File: config.mk
export PLATFORM = sky130hd
export DESIGN_NAME = i2s_rx
export DESIGN_NICKNAME = d
export VERILOG_FILES = /design/src/rtl/i2s_rx.sv
export SDC_FILE = /design/constraint.sdc
export NUM_CORES = 1
export LEC_CHECK = 0
export ABC_AREA = 1
export BUFFER_PORTS_ARGS = -buffer_cell sky130_fd_sc_hd__buf_4
export CELL_PAD_IN_SITES_DETAIL_PLACEMENT = 0
export CELL_PAD_IN_SITES_GLOBAL_PLACEMENT = 1
export CORE_MARGIN = 1
export CORE_UTILIZATION = 40
export CTS_CLUSTER_SIZE = 24
export DETAILED_ROUTE_END_ITERATION = 16
export PLACE_DENSITY_LB_ADDON = 0.1
export SYNTH_ARGS = -nofsm -noshare
export SYNTH_HDL_FRONTEND = slang
export SYNTH_SLANG_ARGS = --single-unit
File: constraint.sdc
create_clock -name clk -period 11.25 [get_ports clk]
set_clock_uncertainty 0.05 [all_clocks]
set_input_delay 1.125 -clock clk [delete_from_list [all_inputs] [get_ports clk]]
set_output_delay 1.125 -clock clk [all_outputs]
set_load 0.05 [all_outputs]
File: src/rtl/i2s_rx.sv
module i2s_rx #(
  parameter int DEPTH  = 8,
  parameter int DIV_W  = 8,
  parameter int SLOT_W = 6,
  localparam int LVL_W = $clog2(DEPTH + 1)
) (
  input  logic              clk,
  input  logic              rst_n,
  input  logic              cfg_master,
  input  logic [1:0]        cfg_width,
  input  logic              cfg_mono,
  input  logic              cfg_mute,
  input  logic              cfg_stop,
  input  logic              cfg_clear,
  input  logic [DIV_W-1:0]  cfg_clk_div,
  input  logic [SLOT_W-1:0] cfg_slot_len,
  input  logic [LVL_W-1:0]  cfg_irq_thr,
  input  logic [LVL_W-1:0]  cfg_dma_thr,
  input  logic              sck_in,
  input  logic              ws_in,
  input  logic              sd_in,
  output logic              sck_out,
  output logic              ws_out,
  input  logic              rd_en,
  output logic [31:0]       rd_data,
  output logic [LVL_W-1:0]  fifo_level,
  output logic              irq,
  output logic              dma_req,
  output logic              overrun
);
  localparam int PTR_W = (DEPTH > 1) ? $clog2(DEPTH) : 1;

  // input synchronizers
  logic [2:0] sck_sy;
  logic [1:0] ws_sy, sd_sy;
  always_ff @(posedge clk or negedge rst_n)
    if (!rst_n) begin
      sck_sy <= '0;
      ws_sy  <= '0;
      sd_sy  <= '0;
    end else begin
      sck_sy <= {sck_sy[1:0], sck_in};
      ws_sy  <= {ws_sy[0], ws_in};
      sd_sy  <= {sd_sy[0], sd_in};
    end

  // master timing
  logic [DIV_W-1:0]  div_cnt;
  logic [SLOT_W-1:0] slot_cnt;
  logic              m_sck, m_ws;
  wire m_tick = div_cnt >= cfg_clk_div;

  always_ff @(posedge clk or negedge rst_n)
    if (!rst_n) begin
      div_cnt  <= '0;
      slot_cnt <= '0;
      m_sck    <= 1'b0;
      m_ws     <= 1'b0;
    end else if (cfg_clear || !cfg_master) begin
      div_cnt  <= '0;
      slot_cnt <= '0;
      m_sck    <= 1'b0;
      m_ws     <= 1'b0;
    end else if (!cfg_stop) begin
      if (m_tick) begin
        div_cnt <= '0;
        m_sck   <= !m_sck;
        if (m_sck) begin
          if (slot_cnt >= cfg_slot_len) begin
            slot_cnt <= '0;
            m_ws     <= !m_ws;
          end else begin
            slot_cnt <= slot_cnt + 1'b1;
          end
        end
      end else begin
        div_cnt <= div_cnt + 1'b1;
      end
    end

  assign sck_out = m_sck;
  assign ws_out  = m_ws;

  // bit capture
  wire s_rise = sck_sy[1] & ~sck_sy[2];
  wire bit_ev = !cfg_stop && (cfg_master ? (m_tick && !m_sck) : s_rise);
  wire bit_ws = cfg_master ? m_ws : ws_sy[1];
  wire bit_sd = sd_sy[1];

  logic [5:0] wlen;
  always_comb
    case (cfg_width)
      2'd0:    wlen = 6'd8;
      2'd1:    wlen = 6'd16;
      default: wlen = 6'd32;
    endcase

  logic [31:0] sh, nsh;
  logic [5:0]  bcnt;
  logic        ws_d, aligned;
  wire  [4:0]  pos = 5'(wlen - 6'd1 - bcnt);

  always_comb begin
    nsh = sh;
    if (bcnt < wlen) nsh[pos] = bit_sd;
  end

  wire ws_chg = bit_ws != ws_d;
  wire commit = bit_ev && ws_chg && aligned && !(cfg_mono && ws_d);

  always_ff @(posedge clk or negedge rst_n)
    if (!rst_n) begin
      sh      <= '0;
      bcnt    <= '0;
      ws_d    <= 1'b0;
      aligned <= 1'b0;
    end else if (cfg_clear || cfg_stop) begin
      sh      <= '0;
      bcnt    <= '0;
      ws_d    <= 1'b0;
      aligned <= 1'b0;
    end else if (bit_ev) begin
      if (ws_chg) begin
        sh      <= '0;
        bcnt    <= '0;
        ws_d    <= bit_ws;
        aligned <= 1'b1;
      end else begin
        sh <= nsh;
        if (bcnt < wlen) bcnt <= bcnt + 6'd1;
      end
    end

  // sample FIFO
  function automatic logic [PTR_W-1:0] nxt(input logic [PTR_W-1:0] p);
    return (p == PTR_W'(DEPTH - 1)) ? '0 : p + 1'b1;
  endfunction

  logic [31:0]      mem [DEPTH];
  logic [PTR_W-1:0] wr_ptr, rd_ptr;
  wire full  = fifo_level == LVL_W'(DEPTH);
  wire wr_ok = commit && !full;
  wire rd_ok = rd_en && (fifo_level != '0);

  always_ff @(posedge clk)
    if (wr_ok) mem[wr_ptr] <= cfg_mute ? 32'd0 : nsh;

  always_ff @(posedge clk or negedge rst_n)
    if (!rst_n) begin
      wr_ptr     <= '0;
      rd_ptr     <= '0;
      fifo_level <= '0;
      overrun    <= 1'b0;
    end else if (cfg_clear) begin
      wr_ptr     <= '0;
      rd_ptr     <= '0;
      fifo_level <= '0;
      overrun    <= 1'b0;
    end else begin
      if (wr_ok) wr_ptr <= nxt(wr_ptr);
      if (rd_ok) rd_ptr <= nxt(rd_ptr);
      fifo_level <= fifo_level + LVL_W'(wr_ok) - LVL_W'(rd_ok);
      if (commit && full) overrun <= 1'b1;
    end

  assign rd_data = (fifo_level != '0) ? mem[rd_ptr] : 32'd0;
  assign irq     = fifo_level > cfg_irq_thr;
  assign dma_req = (cfg_dma_thr != '0) && (fifo_level >= cfg_dma_thr);
endmodule

==> impl_results.md, run 1 <==
- Status: finished clean
- #FFs+latches synth: 330
- Worst path required time: 10,080 ps
- Setup Fix Bufs, Post-CTS: 0
- P_int: 2.24 mW
- Die Width: 194 µm
- RD Place Congestion: 0.711
- Clk slew on worst S/H paths: 60 ps
- Syn Nets: 1,502
- Post-place setup slack: 7090 ps
- TritonRoute pass-1 iters: 5
- Leakage: 6.50 nW
- Power, Total: ~3.5 mW
- Worst Path Max Fanout: 97
- Synth warn: 0
- Sw Share: 0.360
- Hold EP: sck_sy[1]$_DFF_PN0_
- H-tree Lvls: 2
- Post-CTS sizing: 0
- Slew Limit Fails: 0
- Crit-path cells: clkinv_2 > buf_4 > o21ai_0 > o22ai_1 > o21ai_0 > a31oi_1 > buf_4
- First-pass GRT wire length: ~56,000 µm
- Min Tclk post-route: 4650 ps
- Post-Syn Instances: 1,425
- Placed cell areas: 15,800 µm²
- Non-Filler Instances: just under 2,000
- Clock power frac: 0.315
- Slowest stage delay, CP: around 750 ps
- Share of cells above drive strength 1: 0.114
- HP Class: reg2reg
- Num CTS Buffers: 37
- CTS tree: built
- N_diodes: 0
- CP Launch Type: register
- I/O pin count: 76
- Synthesis-to-finish area growth: 14.1%
- Largest net degree at the start of global routing: 98
- Cell taking the most area after synthesis: edfxtp_1
- Synth top area cells: edfxtp_1 52%, dfrtp_1 13%, nor2_1 7.4%, o21ai_0 6.9%, nand2_1 5.0%
- Util after Layout: 0.462
- Worst Setup SP: rd_ptr[0]$_DFFE_PN0P_
- Total negative slack: 0 ps
- Worst slew pin tran: 1110 ps
- Total GRT Usage: 0.192
- Hold_ws: 293 ps
- FMAX: 215 MHz
- Max_cap viols: 0
- Clk sink count: between 300 and 400
- Per-cell routed wire length: 18.0 µm
- Psw: 1.26 mW
- Setup violations, final: 0
- Post-synth EDFFs: 256
- Dpl cells: roughly 1,900
- Post-route standard cell area excluding fillers: 16,900 µm²
- Vias: 10,200
- Grt ovf: 0
- Initial drt markers: 565
- Hold path start: sck_sy[0]$_DFF_PN0_
- Vias in the first global route: 9,915
- CP delay by family, top: buffers and inverters
- Final hold violations: 0
- Share of Yosys cell area claimed by the top area cell type: 0.519
- R2R Path End: bcnt[4]$_DFFE_PN0P_
- Cell Pwr Density: 207 nW/µm²
- Initial core utilization: 0.405
- Worst Reg-to-Reg Cells: 12
- Mapped Avg Cell Area: ~10 µm²
- Hold Buf Count CTS: 0
- Sequential Power Share: 0.387
- Initial antenna violation count: 0
- Slew HR: 0.258
- Post-route DRC violation count: 0
- Die area: 37,800 µm²
- Site Rows: 70
- Crit path capture type: primary output
- Cell variety after synth: 44
- Crit Path Category: reg2out
- WP buf/inv: 3
- Slowest cell on crit path: buf_4
- Clock latency on the worst-skew pair: 510 ps
- Antenna-violating nets left: 0
- Total wire length: 35,600 µm
- Nets: 1,561
- Root Driver: clkbuf_16
- Die Ht: 194 µm
- Combinational share of power: 0.298
- Asr flop ratio synth: 0.224
- Core footprint: about 37,000 µm²
- HPWL after DPL: roughly 20,000 µm
- Seq/Total Area, Yosys: 0.644
- Port bufs: 75
- CTS max path bufs: 3
- Critical R2R Launch: div_cnt[3]$_DFFE_PN0P_
- Via density: 5.14
- Final period util: 0.413
- Hold path depth: 0
- Cell area after synthesis: approximately 15,000 µm²
- R2r setup slk: roughly 8100 ps
- VDD IR max: 0.0942 mV
- WP data arrival: 3480 ps
- Unrepaired setup endpoints after global routing: false
- Setup WS post-layout: 6600 ps
- Post-synth top flop: edfxtp_1
## registers in the layout (all words and copies together) (netlist names)
register,flops
sd_sy,2
ws_out,1
slot_cnt,6
aligned,1
sh,32
overrun,1
ws_d,1
ws_sy,2
sck_sy,3
sck_out,1
mem,256
bcnt,6
div_cnt,8
fifo_level,4
wr_ptr,3
rd_ptr,3
## worst reg2reg max path, cell delays in order, from the launching register on
cell and delay [ps]:
dfrtp_1 440, ha_1 310, nand2_1 90, nor2_1 50, nor2_1 70, nand2_1 60
nand2_1 70, nand2_1 80, nand2_1 110, nand3_2 840, nand2_1 750, nand2_1 100
o21ai_1 100
## cell usage in the layout, fill, tap and decap left out, types with 2 or more instances in the layout
cell and count:
a21o_1 2, a21oi_1 11, a31oi_1 33, buf_4 92
clkbuf_1 13, clkbuf_16 37, clkbuf_8 3, clkinv_1 5
clkinv_2 8, dfrtp_1 72, edfxtp_1 256, ha_1 41
inv_1 84, inv_2 6, inv_4 2, inv_6 2
nand2_1 198, nand2_2 2, nand3_1 25, nand3b_1 2
nand4_1 4, nor2_1 292, nor2_2 2, nor2_4 2
nor3_1 22, nor3_2 8, nor3b_1 2, o21a_1 2
o21ai_0 203, o21ai_1 23, o22ai_1 32, xnor2_1 4
xor2_1 6
## synth_stat cells, types with 4 or more instances
cell / number
nor2_1: 292
edfxtp_1: 256
o21ai_0: 203
nand2_1: 198
inv_1: 85
dfrtp_1: 74
clkbuf_1: 44
ha_1: 41
a31oi_1: 33
o22ai_1: 32
nor3_1: 30
nand3_1: 25
o21ai_1: 23
buf_2: 20
a21oi_1: 11
inv_2: 6
xor2_1: 6
buf_4: 5
nand4_1: 4
xnor2_1: 4
## logic make-up after synthesis
logic type               Yosys count  synth area share
adder cells (fa/ha/maj)           42            0.0360
flip-flops                       330             0.644
AO/OA/AOI/OAI                    311             0.112
XOR/XNOR                          10           0.00592
buffers and inverters            165            0.0456
AND/OR/NAND/NOR                  567             0.156
## how the worst max path moves through the flow
| stage | endpoint | slack [ps] | cells past startpoint |
|---|---|---|---|
| after floorplan | mem[6][0]$_DFFE_PP_ | 6370 | 13 |
| after global placement | rd_data[9] | 7120 | 7 |
| after detailed placement | rd_data[25] | 7090 | 7 |
| after CTS | rd_data[25] | 6540 | 7 |
| after global routing | rd_data[1] | 6380 | 7 |
| final | rd_data[25] | 6600 | 7 |
## power by group through the flow
| stage | logic [mW] | clock network [mW] | registers (mW) |
|---|---|---|---|
| 2_1_floorplan | 0.755 | 0 | 1.38 |
| 3_3_place_gp | 1.05 | 0 | 1.38 |
| 3_5_place_dp | 1.06 | 0 | 1.38 |
| 4_1_cts | 1.06 | 1.13 | 1.35 |
| 5_1_grt | 1.14 | 1.17 | 1.35 |
| 6_report | 1.04 | 1.10 | 1.35 |
## layout make-up
class | instances | area, µm²
multi-input combinational | 930 | 4630
clock buffer | 53 | 1020
sequential | 330 | 9540
clock inverter | 14 | 71.3
fill | 3429 | 19600
inverter | 93 | 355
tap | 468 | 586
timing repair buffer | 92 | 691
## layer usage
layer / vias up / GRT usage / share of wire
li1: 5039 / - / -
met1: 4925 / 0.271 / 0.48
met2: 166 / 0.317 / 0.47
met3: 44 / 0.0259 / 0.036
met4: 0 / 0.0391 / 0.015
met5: - / 0 / 0
(Power assumes the default switching activity.)
==> run 2, diff against run 1 <==
==> constraint.sdc (replaced) <==
create_clock -name clk -period 4.5 [get_ports clk]
set_clock_uncertainty 0.05 [all_clocks]
set_input_delay 0.45 -clock clk [delete_from_list [all_inputs] [get_ports clk]]
set_output_delay 0.45 -clock clk [all_outputs]
set_load 0.05 [all_outputs]
==> impl_results.md, run 2 (synthesized netlist as in run 1, its figures left out) <==
- Clk sink count: 330 (unchanged)
- Register area: 9540 µm² (unchanged)
- Per-cell routed wire length: 17.9 µm (was 18.0 µm)
- Die area: 37,800 µm² (unchanged)
- Setup violations, final: 0 (unchanged)
- Root Driver: clkbuf_16 (unchanged)
- Post-place setup slack: 1360 ps (was 7090 ps)
- Worst path required time: 4000 ps (was 10,080 ps)
- Slew HR: 0.347 (was 0.258)
- Largest Register: mem (unchanged)
- Min Tclk post-route: 3680 ps
- VDD IR max: 0.214 mV (was 0.0942 mV)
- Commonest cells after routing, fill and taps aside: 292 x nor2_1, 256 x edfxtp_1, 203 x o21ai_0, 198 x nand2_1, 97 x buf_4 (was 292 x nor2_1, 256 x edfxtp_1, 203 x o21ai_0, 198 x nand2_1, 92 x buf_4)
- Setup Fix Bufs, Post-CTS: 0 (unchanged)
- N_diodes: 0 (unchanged)
- M2 GR Usage: 0.329 (was 0.317)
- Cell Pwr Density: 518 nW/µm² (was 207 nW/µm²)
- WP data arrival: 3180 ps (was 3480 ps)
- M3 GR Usage: 0.0255 (was 0.0259)
- Final period util: 0.818
- Worst Path Max Fanout: 96 (was 97)
- CP Launch Type: register (unchanged)
- GRT Max-Usage Layer: met2 (unchanged)
- M1 GR Usage: 0.270 (was 0.271)
- Worst Setup SP: rd_ptr[0]$_DFFE_PN0P_ (unchanged)
- HP Class: in2reg (was reg2reg)
- Max reg flops: 256 (unchanged)
- Slew Limit Fails: 0 (unchanged)
- Worst slew pin tran: 978 ps (was 1110 ps)
- Hold Buf Count CTS: 4 (was 0)
- Core footprint: 36,500 µm² (unchanged)
- Site Rows: 70 (unchanged)
- Post-CTS sizing: 0 (unchanged)
- Critical R2R Launch: div_cnt[3]$_DFFE_PN0P_ (unchanged)
- Num CTS Buffers: 37 (unchanged)
- Crit Path Category: reg2out (unchanged)
- Die Width: 194 µm (unchanged)
- Largest net degree at the start of global routing: 97 (was 98)
- Dpl cells: 1,920 (was 1,913)
- Area of the multi-input gates: 4630 µm² (unchanged)
- Status: finished clean (unchanged)
- Initial core utilization: 0.405 (unchanged)
- Placed cell areas: 15,900 µm² (was 15,800 µm²)
- Synthesis-to-finish area growth: 15.3% (was 14.1%)
- Via density: 5.08 (was 5.14)
- Initial drt markers: 460 (was 565)
- Total GRT Usage: 0.195 (was 0.192)
- Vias: 10,100 (was 10,200)
- Die Ht: 194 µm (unchanged)
- Hold path start: cfg_clear (was sck_sy[0]$_DFF_PN0_)
- Max_cap viols: 0 (unchanged)
- Nets: 1,572 (was 1,561)
- # fillers: 3,376 (was 3,429)
- CTS tree: built (unchanged)
- I/O pin count: 76 (unchanged)
- FMAX: roughly 270 MHz
- H-tree Lvls: 2 (unchanged)
- RD Place Congestion: 0.734 (was 0.711)
- Grt ovf: 0 (unchanged)
- Biggest regs: mem x256, sh x32, div_cnt x8 (unchanged)
- HPWL after DPL: 20,900 µm (was 20,300 µm)
- First-pass GRT wire length: 57,500 µm (was 56,300 µm)
- Share of cells above drive strength 1: 0.120 (was 0.114)
- Port bufs: 75 (unchanged)
- TritonRoute pass-1 iters: 5 (unchanged)
- Unrepaired setup endpoints after global routing: false (unchanged)
- Power, Total: 8.85 mW (was 3.50 mW)
- Antenna-violating nets left: 0 (unchanged)
- Final hold violations: 0 (unchanged)
- Clock latency on the worst-skew pair: 520 ps (was 510 ps)
- Leakage: 6.58 nW (was 6.50 nW)
- Non-Filler Instances: 1,990 (was 1,980)
- Vias in the first global route: 10,300 (was 9,915)
- Total negative slack: 0 ps (unchanged)
- Clk slew on worst S/H paths: 60 ps (about the same)
- Crit path capture type: primary output (unchanged)
- Post-route DRC violation count: 0 (unchanged)
- Most common cell after layout, fill and taps aside: nor2_1 (unchanged)
- Total wire length: 35,600 µm (about the same)
- Initial antenna violation count: 0 (unchanged)
- Setup WS post-layout: 821 ps (was 6600 ps)
- Post-route standard cell area excluding fillers: 17,100 µm² (was 16,900 µm²)
- CTS max path bufs: 3 (unchanged)
-- run 2: changes by cell type in the layout (fill, tap and decap cells not counted), sizes merged --
cell	previous run	this run
inv	94	93
clkinvlp	0	1
bufinv	0	1
buf	92	99
dlygate4sd3	0	4
clkinv	13	16
clkbuf	53	48
-- run 2: worst max-delay path, cell delays in order, from the launching register on --
cell,delay [ps]
dfrtp_4,770
clkinv_2,550
buf_12,380
o21ai_0,230
o22ai_1,80
o21ai_0,140
a31oi_1,110
buf_4,290
-- run 2: area by class of cell --
cell class	count	area share
Timing Repair Buffer	103	0.0473
Tap cell	468	0.0343
Inverter	93	0.0208
Clock buffer	48	0.0596
Clock inverter	18	0.00784
Multi-Input combinational cell	930	0.271
Sequential cell	330	0.559
-- run 2: path summary, 6_finish.rpt --
path                            depth (start not counted)  slack, ps                 endpoint
worst max-delay path                                    7        820              rd_data[29]
worst min-delay path                                    2        180  fifo_level[0]$_DFF_PN0_
worst max register to register                         16       1570  fifo_level[2]$_DFF_PN0_
worst min register to register                          0        300       ws_sy[1]$_DFF_PN0_
max in group asynchronous                               3       3100       sh[10]$_DFFE_PN0P_
min in group asynchronous                               2        450       sh[28]$_DFFE_PN0P_
-- run 2: through the flow --
step / hold slack, ps / util
final: 177 / 0.467
after global routing: 179 / 0.467
after CTS: 153 / 0.467
after detailed placement: 287 / 0.435
after global placement: 282 / 0.435
after floorplan: 104 / -
-- run 2: power breakdown --
part / internal (mW) / switching, mW
clock network: 1.66 / 1.18
registers: 3.29 / 0.0879
logic: 0.745 / 1.89
-- run 2: routing by layer --
metal,wire length (µm),up-vias,share of wire
met5,0,-,0
met4,575,0,0.016
met3,1160,44,0.033
met2,16900,156,0.47
met1,17000,4833,0.48
li1,-,5069,-
